==> src/rtl/cfgm_pkg.sv <==
package cfgm_pkg;
  typedef enum logic [1:0] {
    ST_LOAD = 2'd0,
    ST_IDLE = 2'd1,
    ST_XFER = 2'd2
  } cfgm_state_t;
endpackage

==> src/rtl/cfgm_regfile.sv <==
module cfgm_regfile #(
  parameter int NREGS = 16,
  parameter int DW = 8,
  parameter logic [7:0] RST_VAL = 8'h00,
  localparam int RIW = $clog2(NREGS)
) (
  input  logic               clk,
  input  logic               rst_n,
  input  logic               wr_en,
  input  logic [RIW-1:0]     wr_idx,
  input  logic [DW-1:0]      wr_data,
  input  logic               set_valid,
  output logic [NREGS*DW-1:0] regs_flat,
  output logic               valid
);
  for (genvar g = 0; g < NREGS; g++) begin : g_reg
    logic [DW-1:0] q;
    logic          en;
    assign en = wr_en && (wr_idx == RIW'(g));
    always_ff @(posedge clk or negedge rst_n) begin
      if (!rst_n)  q <= DW'(RST_VAL);
      else if (en) q <= wr_data;
    end
    assign regs_flat[g*DW +: DW] = q;
  end

  always_ff @(posedge clk or negedge rst_n) begin
    if (!rst_n)         valid <= 1'b0;
    else if (set_valid) valid <= 1'b1;
  end
endmodule

==> src/rtl/cfgm_idmap.sv <==
module cfgm_idmap #(
  parameter int DW = 8,
  parameter logic [63:0] DEV_ID = 64'h5A3C_96E1_0F72_C4B8,
  parameter int MIRROR_SLOT = 4
) (
  input  logic [2:0]    sel,
  input  logic [DW-1:0] reg0,
  output logic [DW-1:0] data
);
  always_comb begin
    if (sel == 3'(MIRROR_SLOT)) data = reg0;
    else                        data = DEV_ID[sel*8 +: 8];
  end
endmodule

==> src/rtl/cfgm_ctrl.sv <==
module cfgm_ctrl
  import cfgm_pkg::*;
#(
  parameter int NREGS = 16,
  parameter int DW = 8,
  parameter int HAW = 7,
  parameter int TIMEOUT = 24,
  localparam int RIW = $clog2(NREGS),
  localparam int TW = $clog2(TIMEOUT + 1),
  localparam logic [HAW-1:0] OFS = HAW'(NREGS),
  localparam logic [HAW-1:0] ID_BASE = HAW'((1 << HAW) - 8)
) (
  input  logic           clk,
  input  logic           rst_n,
  output logic           ee_req,
  output logic           ee_we,
  output logic [HAW-1:0] ee_addr,
  output logic [DW-1:0]  ee_wdata,
  input  logic           ee_ack,
  input  logic [DW-1:0]  ee_rdata,
  input  logic           h_req,
  input  logic           h_we,
  input  logic [HAW-1:0] h_addr,
  input  logic [DW-1:0]  h_wdata,
  output logic           h_ack,
  output logic           h_nak,
  output logic [DW-1:0]  h_rdata,
  input  logic [DW-1:0]  reg_rd,
  input  logic [DW-1:0]  id_rd,
  output logic           reg_we,
  output logic [RIW-1:0] reg_idx,
  output logic [DW-1:0]  reg_wdata,
  output logic           set_valid,
  output logic           busy,
  output logic           present
);
  cfgm_state_t st_q, st_d;
  logic [RIW-1:0] idx_q, idx_d;
  logic [TW-1:0]  tmo_q, tmo_d;
  logic           pres_d;
  logic           opwe_q, opwe_d;
  logic [HAW-1:0] opa_q, opa_d;
  logic [DW-1:0]  opd_q, opd_d;
  logic           ack_d, nak_d;
  logic [DW-1:0]  rd_d;
  logic           new_req;

  assign new_req  = h_req && !h_ack && !h_nak;
  assign busy     = (st_q == ST_LOAD);
  assign ee_req   = (st_q != ST_IDLE);
  assign ee_we    = (st_q == ST_XFER) && opwe_q;
  assign ee_addr  = (st_q == ST_LOAD) ? HAW'(idx_q) : opa_q;
  assign ee_wdata = opd_q;

  always_comb begin
    st_d = st_q; idx_d = idx_q; tmo_d = tmo_q; pres_d = present;
    opwe_d = opwe_q; opa_d = opa_q; opd_d = opd_q;
    ack_d = 1'b0; nak_d = 1'b0; rd_d = h_rdata;
    reg_we = 1'b0; reg_idx = h_addr[RIW-1:0]; reg_wdata = h_wdata; set_valid = 1'b0;
    case (st_q)
      ST_LOAD: begin
        reg_idx   = idx_q;
        reg_wdata = ee_rdata;
        nak_d     = new_req;
        if (ee_ack) begin
          reg_we = 1'b1;
          if (idx_q == RIW'(NREGS - 1)) begin
            st_d = ST_IDLE; pres_d = 1'b1; set_valid = 1'b1;
          end else begin
            idx_d = idx_q + 1'b1;
          end
        end else if (idx_q == '0) begin
          if (tmo_q == TW'(TIMEOUT - 1)) begin
            st_d = ST_IDLE; pres_d = 1'b0;
          end else begin
            tmo_d = tmo_q + 1'b1;
          end
        end
      end
      ST_IDLE: begin
        if (new_req) begin
          if (h_addr < OFS) begin
            if (h_we) begin
              reg_we = 1'b1;
              set_valid = (h_addr == '0);
              if (present) begin
                st_d = ST_XFER; opwe_d = 1'b1; opa_d = h_addr; opd_d = h_wdata;
              end else begin
                ack_d = 1'b1;
              end
            end else begin
              ack_d = 1'b1; rd_d = reg_rd;
            end
          end else if (present) begin
            st_d = ST_XFER; opwe_d = h_we; opa_d = h_addr - OFS; opd_d = h_wdata;
          end else if (!h_we && h_addr >= ID_BASE) begin
            ack_d = 1'b1; rd_d = id_rd;
          end else begin
            nak_d = 1'b1;
          end
        end
      end
      default: begin
        if (ee_ack) begin
          st_d  = ST_IDLE;
          ack_d = 1'b1;
          if (!opwe_q) rd_d = ee_rdata;
        end
      end
    endcase
  end

  always_ff @(posedge clk or negedge rst_n) begin
    if (!rst_n) begin
      st_q <= ST_LOAD; idx_q <= '0; tmo_q <= '0; present <= 1'b0;
      opwe_q <= 1'b0; opa_q <= '0; opd_q <= '0;
      h_ack <= 1'b0; h_nak <= 1'b0; h_rdata <= '0;
    end else begin
      st_q <= st_d; idx_q <= idx_d; tmo_q <= tmo_d; present <= pres_d;
      opwe_q <= opwe_d; opa_q <= opa_d; opd_q <= opd_d;
      h_ack <= ack_d; h_nak <= nak_d; h_rdata <= rd_d;
    end
  end
endmodule

==> src/rtl/cfg_mem_front.sv <==
module cfg_mem_front #(
  parameter int NREGS = 16,
  parameter int DW = 8,
  parameter int HAW = 7,
  parameter int TIMEOUT = 24,
  parameter logic [63:0] DEV_ID = 64'h5A3C_96E1_0F72_C4B8,
  parameter logic [7:0] RST_VAL = 8'h00,
  localparam int RIW = $clog2(NREGS)
) (
  input  logic                clk,
  input  logic                rst_n,
  output logic                ee_req,
  output logic                ee_we,
  output logic [HAW-1:0]      ee_addr,
  output logic [DW-1:0]       ee_wdata,
  input  logic                ee_ack,
  input  logic [DW-1:0]       ee_rdata,
  input  logic                h_req,
  input  logic                h_we,
  input  logic [HAW-1:0]      h_addr,
  input  logic [DW-1:0]       h_wdata,
  output logic                h_ack,
  output logic                h_nak,
  output logic [DW-1:0]       h_rdata,
  output logic                busy,
  output logic                cfg_valid,
  output logic [NREGS*DW-1:0] cfg_regs
);
  logic [1:0]     rst_pipe;
  logic           rst_n_s;
  logic           reg_we, set_valid, ee_present;
  logic [RIW-1:0] reg_idx;
  logic [DW-1:0]  reg_wdata, reg_rd, id_rd;

  always_ff @(posedge clk or negedge rst_n) begin
    if (!rst_n) rst_pipe <= 2'b00;
    else        rst_pipe <= {rst_pipe[0], 1'b1};
  end
  assign rst_n_s = rst_pipe[1];

  assign reg_rd = cfg_regs[h_addr[RIW-1:0]*DW +: DW];

  cfgm_regfile #(.NREGS(NREGS), .DW(DW), .RST_VAL(RST_VAL)) u_regs (
    .clk(clk), .rst_n(rst_n_s), .wr_en(reg_we), .wr_idx(reg_idx),
    .wr_data(reg_wdata), .set_valid(set_valid), .regs_flat(cfg_regs), .valid(cfg_valid)
  );

  cfgm_idmap #(.DW(DW), .DEV_ID(DEV_ID), .MIRROR_SLOT(4)) u_id (
    .sel(h_addr[2:0]), .reg0(cfg_regs[DW-1:0]), .data(id_rd)
  );

  cfgm_ctrl #(.NREGS(NREGS), .DW(DW), .HAW(HAW), .TIMEOUT(TIMEOUT)) u_ctrl (
    .clk(clk), .rst_n(rst_n_s),
    .ee_req(ee_req), .ee_we(ee_we), .ee_addr(ee_addr), .ee_wdata(ee_wdata),
    .ee_ack(ee_ack), .ee_rdata(ee_rdata),
    .h_req(h_req), .h_we(h_we), .h_addr(h_addr), .h_wdata(h_wdata),
    .h_ack(h_ack), .h_nak(h_nak), .h_rdata(h_rdata),
    .reg_rd(reg_rd), .id_rd(id_rd),
    .reg_we(reg_we), .reg_idx(reg_idx), .reg_wdata(reg_wdata), .set_valid(set_valid),
    .busy(busy), .present(ee_present)
  );
endmodule

==> config.mk <==
export PLATFORM = sky130hd
export DESIGN_NAME = cfg_mem_front
export DESIGN_NICKNAME = d
export VERILOG_FILES = /design/src/rtl/cfgm_pkg.sv /design/src/rtl/cfgm_regfile.sv /design/src/rtl/cfgm_idmap.sv /design/src/rtl/cfgm_ctrl.sv /design/src/rtl/cfg_mem_front.sv
export SDC_FILE = /design/constraint.sdc
export NUM_CORES = 1
export LEC_CHECK = 0
export BUFFER_PORTS_ARGS = -buffer_cell sky130_fd_sc_hd__buf_2
export CAP_MARGIN = 20
export CORE_ASPECT_RATIO = 0.5
export CORE_MARGIN = 4
export CORE_UTILIZATION = 45
export CTS_BUF_LIST = sky130_fd_sc_hd__clkbuf_4
export DETAILED_ROUTE_END_ITERATION = 16
export PLACE_DENSITY_LB_ADDON = 0.05
export SLEW_MARGIN = 25
export SYNTH_ARGS = -nofsm -noshare
export SYNTH_HDL_FRONTEND = slang
export SYNTH_SLANG_ARGS = --single-unit
==> constraint.sdc <==
create_clock -name clk -period 7.7 [get_ports clk]
set_input_delay 2.31 -clock clk [delete_from_list [all_inputs] [get_ports clk]]
set_output_delay 2.31 -clock clk [all_outputs]
set_load 0.02 [all_outputs]
==> Word level (Yosys, flattened, before mapping) <==
Cells that the tools add are included.
{ "totals": {"ff_bits": 169, "input_bits": 28, "out_inout_bits": 157} }
{ "op_classes": {"n_addsub": 3, "n_lt_le_gt_ge": 2, "eq_ne": 32, "n_shift": 2, "muxes": 60, "bitwise_logic": 4, "reduce_logical": 38} }
{ "ops": {"columns": ["op", "n"], "rows": [
  ["variable part select 128 x 8 -> 8 bit", 1],
  ["two-way mux 8 bit", 12],
  ["variable part select 64 x 7 -> 8 bit, first input constant", 1],
  ["equality test 4 bit, second input constant", 9],
  ["two-way mux 7 bit", 5],
  ["two-way mux 1 bit", 27],
  ["logical AND 1 bit", 20],
  ["two-way mux 2 bit", 9],
  ["equality test 4 x 3 -> 1 bit, second input constant", 4],
  ["one-hot mux 8 bit (2 select lines)", 1],
  ["AND reduction 4 bit", 3],
  ["inequality test 3 x 2 -> 1 bit, second input constant", 3],
  ["inequality test 3 bit, second input constant", 3],
  ["equality test 4 x 2 -> 1 bit, second input constant", 2],
  ["logical NOT 4 bit", 2],
  ["one-hot mux 1 bit (2 select lines)", 4],
  [">= comparator 7 bit, second input constant", 1],
  ["logical NOT 7 bit", 1],
  ["less-than comparator 7 x 5 -> 1 bit, second input constant", 1],
  ["AND reduction 7 bit", 1],
  ["subtractor 7 x 5 -> 7 bit, second input constant", 1],
  ["inequality test 2 x 1 -> 1 bit, second input constant", 3],
  ["AND reduction 3 bit", 2],
  ["AND reduction 6 bit", 1],
  ["other kinds (16)", 24]
]} }

==> Depth between registers and ports, before layout <==
Gate-level depths: netlist of run 1.
{ "logic_depth": {"depth_word": 7, "ltp_mapped": 11, "ltp_nobuf": 7} }

==> By module <==
A second synthesis of run 1 with hierarchy kept.
{ "hier_totals": {"cells_unflattened": 620, "hier_area_um2": 8421.8} }
{ "by_module_without_submodules": {"columns": ["mod", "n_inst", "cells_each", "area_each_um2", "seq_area_each_um2"], "rows": [
  ["cfgm_regfile", 1, 296, 4916.0, 3228.1],
  ["cfgm_ctrl", 1, 222, 2194.6, 950.9],
  ["cfg_mem_front", 1, 73, 1087.3, 50.0],
  ["cfgm_idmap", 1, 29, 224.0, 0.0]
]} }

==> Worst setup path after synthesis of run 1 <==
No wires, ideal clock.
{ "synth_path": {"path_type": "input -> register", "from": "input h_addr[1]", "to": "register u_ctrl.h_rdata[0]", "setup_ns": 0.127, "arrival_time_ns": 4.152, "required_ns": 7.573, "slack_ns": 3.421, "stages": 11, "n_path_buf": 4, "cell_sequence": "buf_2 -> buf_2 -> buf_2 -> inv_1 -> ha_1 -> nand3b_1 -> a211oi_1 -> a31oi_1 -> buf_2 -> mux2i_1 -> o31ai_1"} }
{ "synth_via": {"elab_chain_cells": 7, "word_cells_on_any_way": 17, "classes_between": "order compare: 2; eq/ne: 4; shift: 2; mux: 7; reduce/logical: 2"} }
{ "synth_lines": {"columns": ["element", "line", "source"], "rows": [
  ["from (decl)", "cfg_mem_front.sv:20", "input logic [HAW-1:0] h_addr,"],
  ["variable part select 64 x 7 -> 8 bit / equality test 3 bit (equally long branches)", "cfgm_idmap.sv:12, cfgm_idmap.sv:11", null],
  ["two-way mux 8 bit", "cfgm_idmap.sv:11", "if (sel == 3'(MIRROR_SLOT)) data = reg0;"],
  ["two-way mux 8 bit", "cfgm_ctrl.sv:96", "end else if (!h_we && h_addr >= ID_BASE) begin"],
  ["two-way mux 8 bit", "cfgm_ctrl.sv:94", "end else if (present) begin"],
  ["two-way mux 8 bit", "cfgm_ctrl.sv:82", "if (h_addr < OFS) begin"],
  ["two-way mux 8 bit", "cfgm_ctrl.sv:81", "if (new_req) begin"],
  ["one-hot mux 8 bit (2 select lines)", "cfgm_ctrl.sv:60", "case (st_q)"],
  ["to (signal assigned)", "cfgm_ctrl.sv:121", "h_ack <= ack_d; h_nak <= nak_d; h_rdata <= rd_d;"],
  ["to (decl)", "cfgm_ctrl.sv:27", "output logic [DW-1:0] h_rdata,"]
]} }
Several ways; a longest one is shown, not always the timed one. The select of a mux whose other input is x is not followed.
A chain may end at the register's enable or synchronous reset.

==> Worst setup path after layout of run 1 <==
{ "layout_path": {"from": "register u_ctrl.st_q[1]", "to": "output ee_addr[2]"} }
{ "layout_via": {"elab_chain_cells": 2} }
{ "layout_lines": {"columns": ["element", "line", "source"], "rows": [
  ["from (decl)", "cfgm_ctrl.sv:37", "cfgm_state_t st_q, st_d;"],
  ["from (signal assigned)", "cfgm_ctrl.sv:119", "st_q <= st_d; idx_q <= idx_d; tmo_q <= tmo_d; present <= pres_d;"],
  ["logical NOT 2 bit", "cfgm_ctrl.sv:52", "assign ee_addr = (st_q == ST_LOAD) ? HAW'(idx_q) : opa_q;"],
  ["two-way mux 7 bit", "cfgm_ctrl.sv:52", null],
  ["to (decl)", "cfg_mem_front.sv:14", "output logic [HAW-1:0] ee_addr,"]
]} }
No other way between the ends.

==> metrics.txt, run 1 <==
Setup Skew 0.03125 ns; area of the mapped netlist 0.008591 mm2; die width 203.4 um; routed wire length 26,380 um; Num CTS Buffers 17; total core area 0.01857 mm2; CP max stage delay 0.61 ns; CTS tree built; FF+latch count, synth around 170; Final HPWL DP 18,400 um; TritonCTS Sinks around 170; Critical-path top delay cell dfrtp_1; Worst setup SP type flop; Req. time, crit path 5.39 ns; ordered list of cells on the worst path or2_1, buf_4, inv_4, nand2_1, nand2_1, buf_2; leak pwr between 5 and 6 nW; Max Slew Vio Count 0; pre-CTS setup slack 2.275 ns; fmax 204.2 MHz; Crit Path Category reg2out; Final Wtd Congestion 0.8426; hold_buf cts 0; vias in the first global route 5,976; register area share after synthesis 0.4923; Post-synth EDFFs 0; layout cells sized above 1 0.4914; period utilization 0.6359; root buf cell clkbuf_4; setup repair bufs after CTS 0; largest net degree at the start of global routing 72; area leader, netlist dfrtp_1; Inst Count DP 1,040; Final Core Density 0.5378; synth warn 0; global-route wire length before repair ~40,000 um; Die Ht 105.7 um; vias 6,063; Residual DRC 0; starting density of the core 0.4627; Finish-stage setup viols 0; Synth cell types ~70; Synth Area per Inst 13.66 um2; IO Pins approximately 190; Row Count 35; Main synth FF type dfrtp_1; crit end category primary output; H-Tree Depth 4; later-pin clock latency in the skew report 0.59 ns; pwr dens about 400 mW/mm2; Yosys top cell area share 0.4923; post_cts resized 0; maxcap violations 0; DR pass1 iterations 5; clk buf depth 2; Worst EP arrival 2.59 ns; Syn Nets 666; Final ANT Viol Nets 0; wire per inst 24.63 um; Slew @ Worst Pin between 0.9 and 1 ns; Post-Syn Instances between 600 and 700; Area Growth Syn to Fin 16.24%; worst vdd rail ir drop 0.0002303 V; final hold violation count 0; unrepaired setup endpoints after global routing no; crit-path max FO 17; setup TNS 0 ns; DR iter-0 viols 295; remaining global-route overflow 0; total die area 0.02150 mm2; final net count ~840; final worst slack between 2 and 3 ns; worst hold path type reg2async; Non-Filler Instances roughly 1,100; outcome completed; most used cell, CP nand2_1; GR Util All Layers 0.2483; I/O Buffers roughly 180; clock slew at reported path FFs between 0.15 and 0.2 ns; Area contributors post-synth dfrtp_1 (49%), mux2_2 (14%), mux4_2 (5.5%); initial antenna violation count 0; via/cell ratio 5.661; headroom to the max-slew limit 0.3881; Async SR Flop Fraction 1.000; # diodes 0; Period minus WS final 4.896 ns
[stage by stage]
stage                     area [um2]  hold slack (ns)  power [mW]
after global routing            9986           0.3587       4.228
after global placement          9688           0.3236       3.453
after CTS                       9980           0.3236       4.020
after detailed placement        9688           0.3245       3.474
final                           9986           0.2906       4.004
after floorplan                 8591           0.3312       2.775
[cell type report]
cell class | instances | area (um2)
clock inverters | 14 | 163.9
flip-flops and latches | 169 | 4233
inverters | 12 | 47.55
well taps | 259 | 324.1
repair buffers | 189 | 958.4
clock buffers | 17 | 127.6
multi-input cells | 411 | 4131
fillers | 1697 | 8582
[cell families (layout without fill, tap and decap cells)]
logic type	after synthesis	in the layout	synth area share
multiplexers	186	186	0.2996
flip-flops	169	169	0.4923
AND/OR/NAND/NOR	132	132	0.09496
AO/OA/AOI/OAI	76	76	0.06496
buffers and inverters	49	232	0.02753
adder cells (fa/ha/maj)	9	9	0.01311
XOR/XNOR	7	7	0.007137
other	1	1	0.0004365
[cells in the mapped netlist (3+ instances only)]
cell / count
dfrtp_1: 169
mux2_2: 105
nand2_1: 53
mux2_1: 21
mux4_2: 21
clkbuf_1: 18
o21ai_0: 18
mux2_4: 16
a21oi_1: 13
mux4_1: 13
buf_2: 12
nor2_1: 12
mux2i_1: 10
ha_1: 9
inv_1: 8
nor2b_1: 8
o31ai_1: 7
and2_1: 6
nand3_1: 6
xnor2_1: 6
a31oi_1: 5
nand2_2: 5
nand2b_1: 5
nor2_8: 5
nor3_1: 5
a211oi_1: 4
a221oi_1: 4
buf_4: 3
buf_6: 3
nor2_4: 3
nor3_4: 3
o22ai_1: 3
or3_1: 3
[placed cells by master, fill, tap and decap left out, drive strengths merged, types with 2 or more instances in the layout]
cell type,instances
buf,189
dfrtp,169
mux2,142
nand2,58
mux4,34
o21ai,21
nor2,21
clkbuf,17
inv,16
a21oi,14
mux2i,10
ha,9
nor3,9
nor2b,8
nand3,8
o31ai,7
and2,7
xnor2,6
a31oi,6
clkinv,6
nand2b,5
a211oi,4
a221oi,4
or3,3
o22ai,3
nor3b,3
nand3b,3
nand4,2
o221ai,2
a21o,2
bufinv,2
clkinvlp,2
a41oi,2
o21a,2
[path summary, 6_finish.rpt]
check,depth (start not counted),slack [ns],from,end
worst max register to register,7,4.41,u_ctrl.st_q[1]$_DFFE_PN0P_,u_regs.g_reg[2].q[4]$_DFFE_PN0P_
worst min-delay path,0,0.29,rst_pipe[1]$_DFF_PN0_,u_regs.g_reg[11].q[1]$_DFFE_PN0P_
min in group clk,0,0.37,rst_pipe[0]$_DFF_PN0_,rst_pipe[1]$_DFF_PN0_
max in group asynchronous,2,5.31,rst_pipe[1]$_DFF_PN0_,u_ctrl.ee_wdata[6]$_DFFE_PN0P_
worst max-delay path,6,2.80,u_ctrl.st_q[1]$_DFFE_PN0P_,ee_addr[2]
worst min register to register,0,0.29,rst_pipe[1]$_DFF_PN0_,u_regs.g_reg[11].q[1]$_DFFE_PN0P_
[power by group]
| group | switching [mW] | total, mW | internal, mW | leakage (nW) |
|---|---|---|---|---|
| Clock | 0.352 | 0.552 | 0.201 | 0.154 |
| Combinational | 1.15 | 1.89 | 0.742 | 2.72 |
| Sequential | 0.322 | 1.56 | 1.24 | 2.20 |
| Total | 1.82 | 4.00 | 2.18 | 5.08 |
[worst max-delay path: cells and delay by family (launching register included)]
family / cells / cell delay (ns)
flip-flops: 1 / 0.61
buffers and inverters: 3 / 0.64
AND/OR/NAND/NOR: 3 / 0.74
[metal layers]
layer,up-vias,global-route usage,part of all wire
met4,0,0.05195,0.013
met2,217,0.3489,0.43
li1,2658,-,-
met1,3164,0.3902,0.49
met5,-,0,0
met3,24,0.05841,0.069
[sequential cells by signal, indices dropped and copies added (netlist names), 2 cells and up]
| name | count |
|---|---|
| u_ctrl.ee_wdata | 8 |
| u_ctrl.st_q | 2 |
| u_ctrl.opa_q | 7 |
| u_regs.g.q | 128 |
| u_ctrl.tmo_q | 5 |
| rst_pipe | 2 |
| u_ctrl.idx_q | 4 |
| u_ctrl.h_rdata | 8 |
Power figures use the tool's default switching activity.
==> run 2, diff against run 1 <==
Clock period 7.7 ns to 4.6 ns, I/O delays scaled along.
==> run 2 against run 1 <==
Cell area barely moved. Sequential power rose by 69%. Wire length rose by 0.96%. Critical endpoint is now ee_addr[1]. Largest power group unchanged.
==> metrics.txt, run 2 (synthesis gave the netlist of run 1 again) <==
Row Count 35 (unchanged); Req. time, crit path 3.22 ns (-2.17 ns); Final HPWL DP 18,580 um (+0.96%); H-Tree Depth 4 (unchanged); crit end category primary output; # fillers 1,721 (+1.4%); Die Ht 105.7 um (unchanged); TritonCTS Sinks 169 (unchanged); Reg-to-Reg End u_regs.g_reg[0].q[3]$_DFFE_PN0P_; Worst setup SP type flop; CTS tree built; Worst setup endpoint ee_addr[1]; root buf cell clkbuf_4; Max Slew Vio Count 0 (unchanged); total die area 0.02150 mm2 (unchanged); Finish-stage setup viols 0 (unchanged); starting density of the core 0.4627 (unchanged); vias in the first global route 6,112 (+2.3%); final net count 843 (+0.72%); worst hold path type reg2reg; unrepaired setup endpoints after global routing no; layout cells sized above 1 0.4945 (+0.003126); Worst R2R Path Depth 6 (-1); Crit Path Category reg2out; worst hold margin 0.3675 ns (+0.07689 ns); commonest cells after routing, fill and taps aside buf_2 (184), dfrtp_1 (168), mux2_2 (105); met2 usage 0.3596 (+0.01072); Worst Setup SP u_ctrl.st_q[1]$_DFFE_PN0P_; footprint of the multi-input gates 0.004125 mm2 (-0.15%); fmax 267.5 MHz; Worst path depth 5 (-1); headroom to the max-slew limit 0.4173 (+0.02920); Setup Skew 0.02332 ns (-0.007930 ns); later-pin clock latency in the skew report 0.57 ns (-0.02 ns); wire per inst 24.71 um (+0.30%); Residual DRC 0 (unchanged); clock slew at reported path FFs 0.15 ns (-0.02 ns); Worst EP arrival 2.36 ns (-0.23 ns); Final Wtd Congestion 0.8463 (+0.44%); total core area 0.01857 mm2 (unchanged); DR pass1 iterations 5 (unchanged); ordered list of cells on the worst path or2_1, buf_4, nand2_1, o21ai_0, buf_2; post_cts resized 0 (unchanged); worst vdd rail ir drop 0.0002707 V (+18%); # diodes 0 (unchanged); met1 Use GR 0.3994 (+0.009226); Largest delay share family, worst path flip-flops; FF-to-FF Start u_ctrl.st_q[1]$_DFFE_PN0P_; remaining global-route overflow 0 (unchanged); Reg area 0.004233 mm2 (unchanged); Slew @ Worst Pin 0.8699 ns (-0.04786 ns); leak pwr 5.091 nW (+0.24%); via/cell ratio 5.673 (+0.20%); worst reg2reg setup slack 1.81 ns (-2.60 ns); GR peak layer met1; Final ANT Viol Nets 0 (unchanged); GR Util All Layers 0.2539 (+0.005618); vias 6,115 (+0.86%); outcome completed; met3 GRT Util 0.06671 (+0.008300); Area Growth Syn to Fin 16.34% (about the same); clk buf depth 2 (unchanged); final hold violation count 0 (unchanged); commonest non-fill, non-tap cell in the layout buf_2; IO Pins 185 (unchanged); global-route wire length before repair 40,500 um (+2.2%); critical path buffer and inverter count 2 (-1); max reg flops 128 (unchanged); hold_buf cts 0 (unchanged); largest net degree at the start of global routing 113 (+57%); maxcap violations 0 (unchanged); setup repair bufs after CTS 0 (unchanged); Critical-path top delay cell dfrtp_1; period utilization 0.8128; I/O Buffers 184 (unchanged); Period minus WS final roughly 3.7 ns; crit-path max FO 17 (unchanged); pwr dens 658.8 mW/mm2 (+64%); routed wire length 26,630 um (+0.96%); CP max stage delay 0.60 ns (about the same); Top reg by flops u_regs.g.q; setup TNS 0 ns (unchanged); Num CTS Buffers 17 (unchanged); initial antenna violation count 0 (unchanged); DR iter-0 viols 298 (+1.0%); die width 203.4 um (unchanged)
-- run 2: final cells by class --
cell class | instances | share of cell area
clock buffers | 18 | 0.01352
clock inverters | 14 | 0.01139
flip-flops and latches | 169 | 0.4235
repair buffers | 195 | 0.1017
inverters | 12 | 0.004757
well taps | 259 | 0.03242
multi-input cells | 411 | 0.4127
-- run 2: power by group --
| group | switching, mW | total [mW] | internal [mW] |
|---|---|---|---|
| clock | 0.580 | 0.812 | 0.232 |
| sequential | 0.550 | 2.63 | 2.08 |
| combinational | 1.90 | 3.14 | 1.25 |
| total | 3.03 | 6.58 | 3.56 |
-- run 2: layer usage --
| layer | wire (um) | up-vias | part of all wire |
|---|---|---|---|
| li1 | - | 2681 | - |
| met1 | 13230 | 3215 | 0.50 |
| met2 | 11400 | 205 | 0.43 |
| met3 | 1865 | 14 | 0.070 |
| met4 | 137 | 0 | 0.0051 |
| met5 | 0 | - | 0 |
-- run 2: worst min-delay path by stage --
stage	from	to	slack (ns)	cells past startpoint
floorplan	rst_pipe[0]$_DFF_PN0_	rst_pipe[1]$_DFF_PN0_	0.33	0
global placement	rst_pipe[0]$_DFF_PN0_	rst_pipe[1]$_DFF_PN0_	0.34	0
detailed placement	rst_pipe[0]$_DFF_PN0_	rst_pipe[1]$_DFF_PN0_	0.33	0
CTS	rst_pipe[0]$_DFF_PN0_	rst_pipe[1]$_DFF_PN0_	0.37	0
global route	rst_pipe[0]$_DFF_PN0_	rst_pipe[1]$_DFF_PN0_	0.38	0
finish	rst_pipe[0]$_DFF_PN0_	rst_pipe[1]$_DFF_PN0_	0.37	0
-- run 2: metrics by stage --
step | area [um2] | setup WS [ns] | instances | util | total power [mW]
floorplan | 8592 | 1.251 | 629 | - | 4.645
global placement | 9746 | 1.018 | 1046 | 0.5249 | 5.777
detailed placement | 9746 | 1.015 | 1046 | 0.5249 | 5.809
CTS | 9995 | 0.8129 | 1078 | 0.5383 | 6.627
global route | 9995 | 0.6313 | 1078 | 0.5383 | 6.992
finish | 9995 | 0.8612 | 1078 | 0.5383 | 6.584
-- run 2: worst register-to-register path, cell delays in order (launching register included) --
cell and delay (ns):
dfrtp_1 0.60, or2_1 0.44, buf_4 0.33, nor3_1 0.08
a21oi_2 0.38, nand2b_1 0.49, mux2_1 0.38
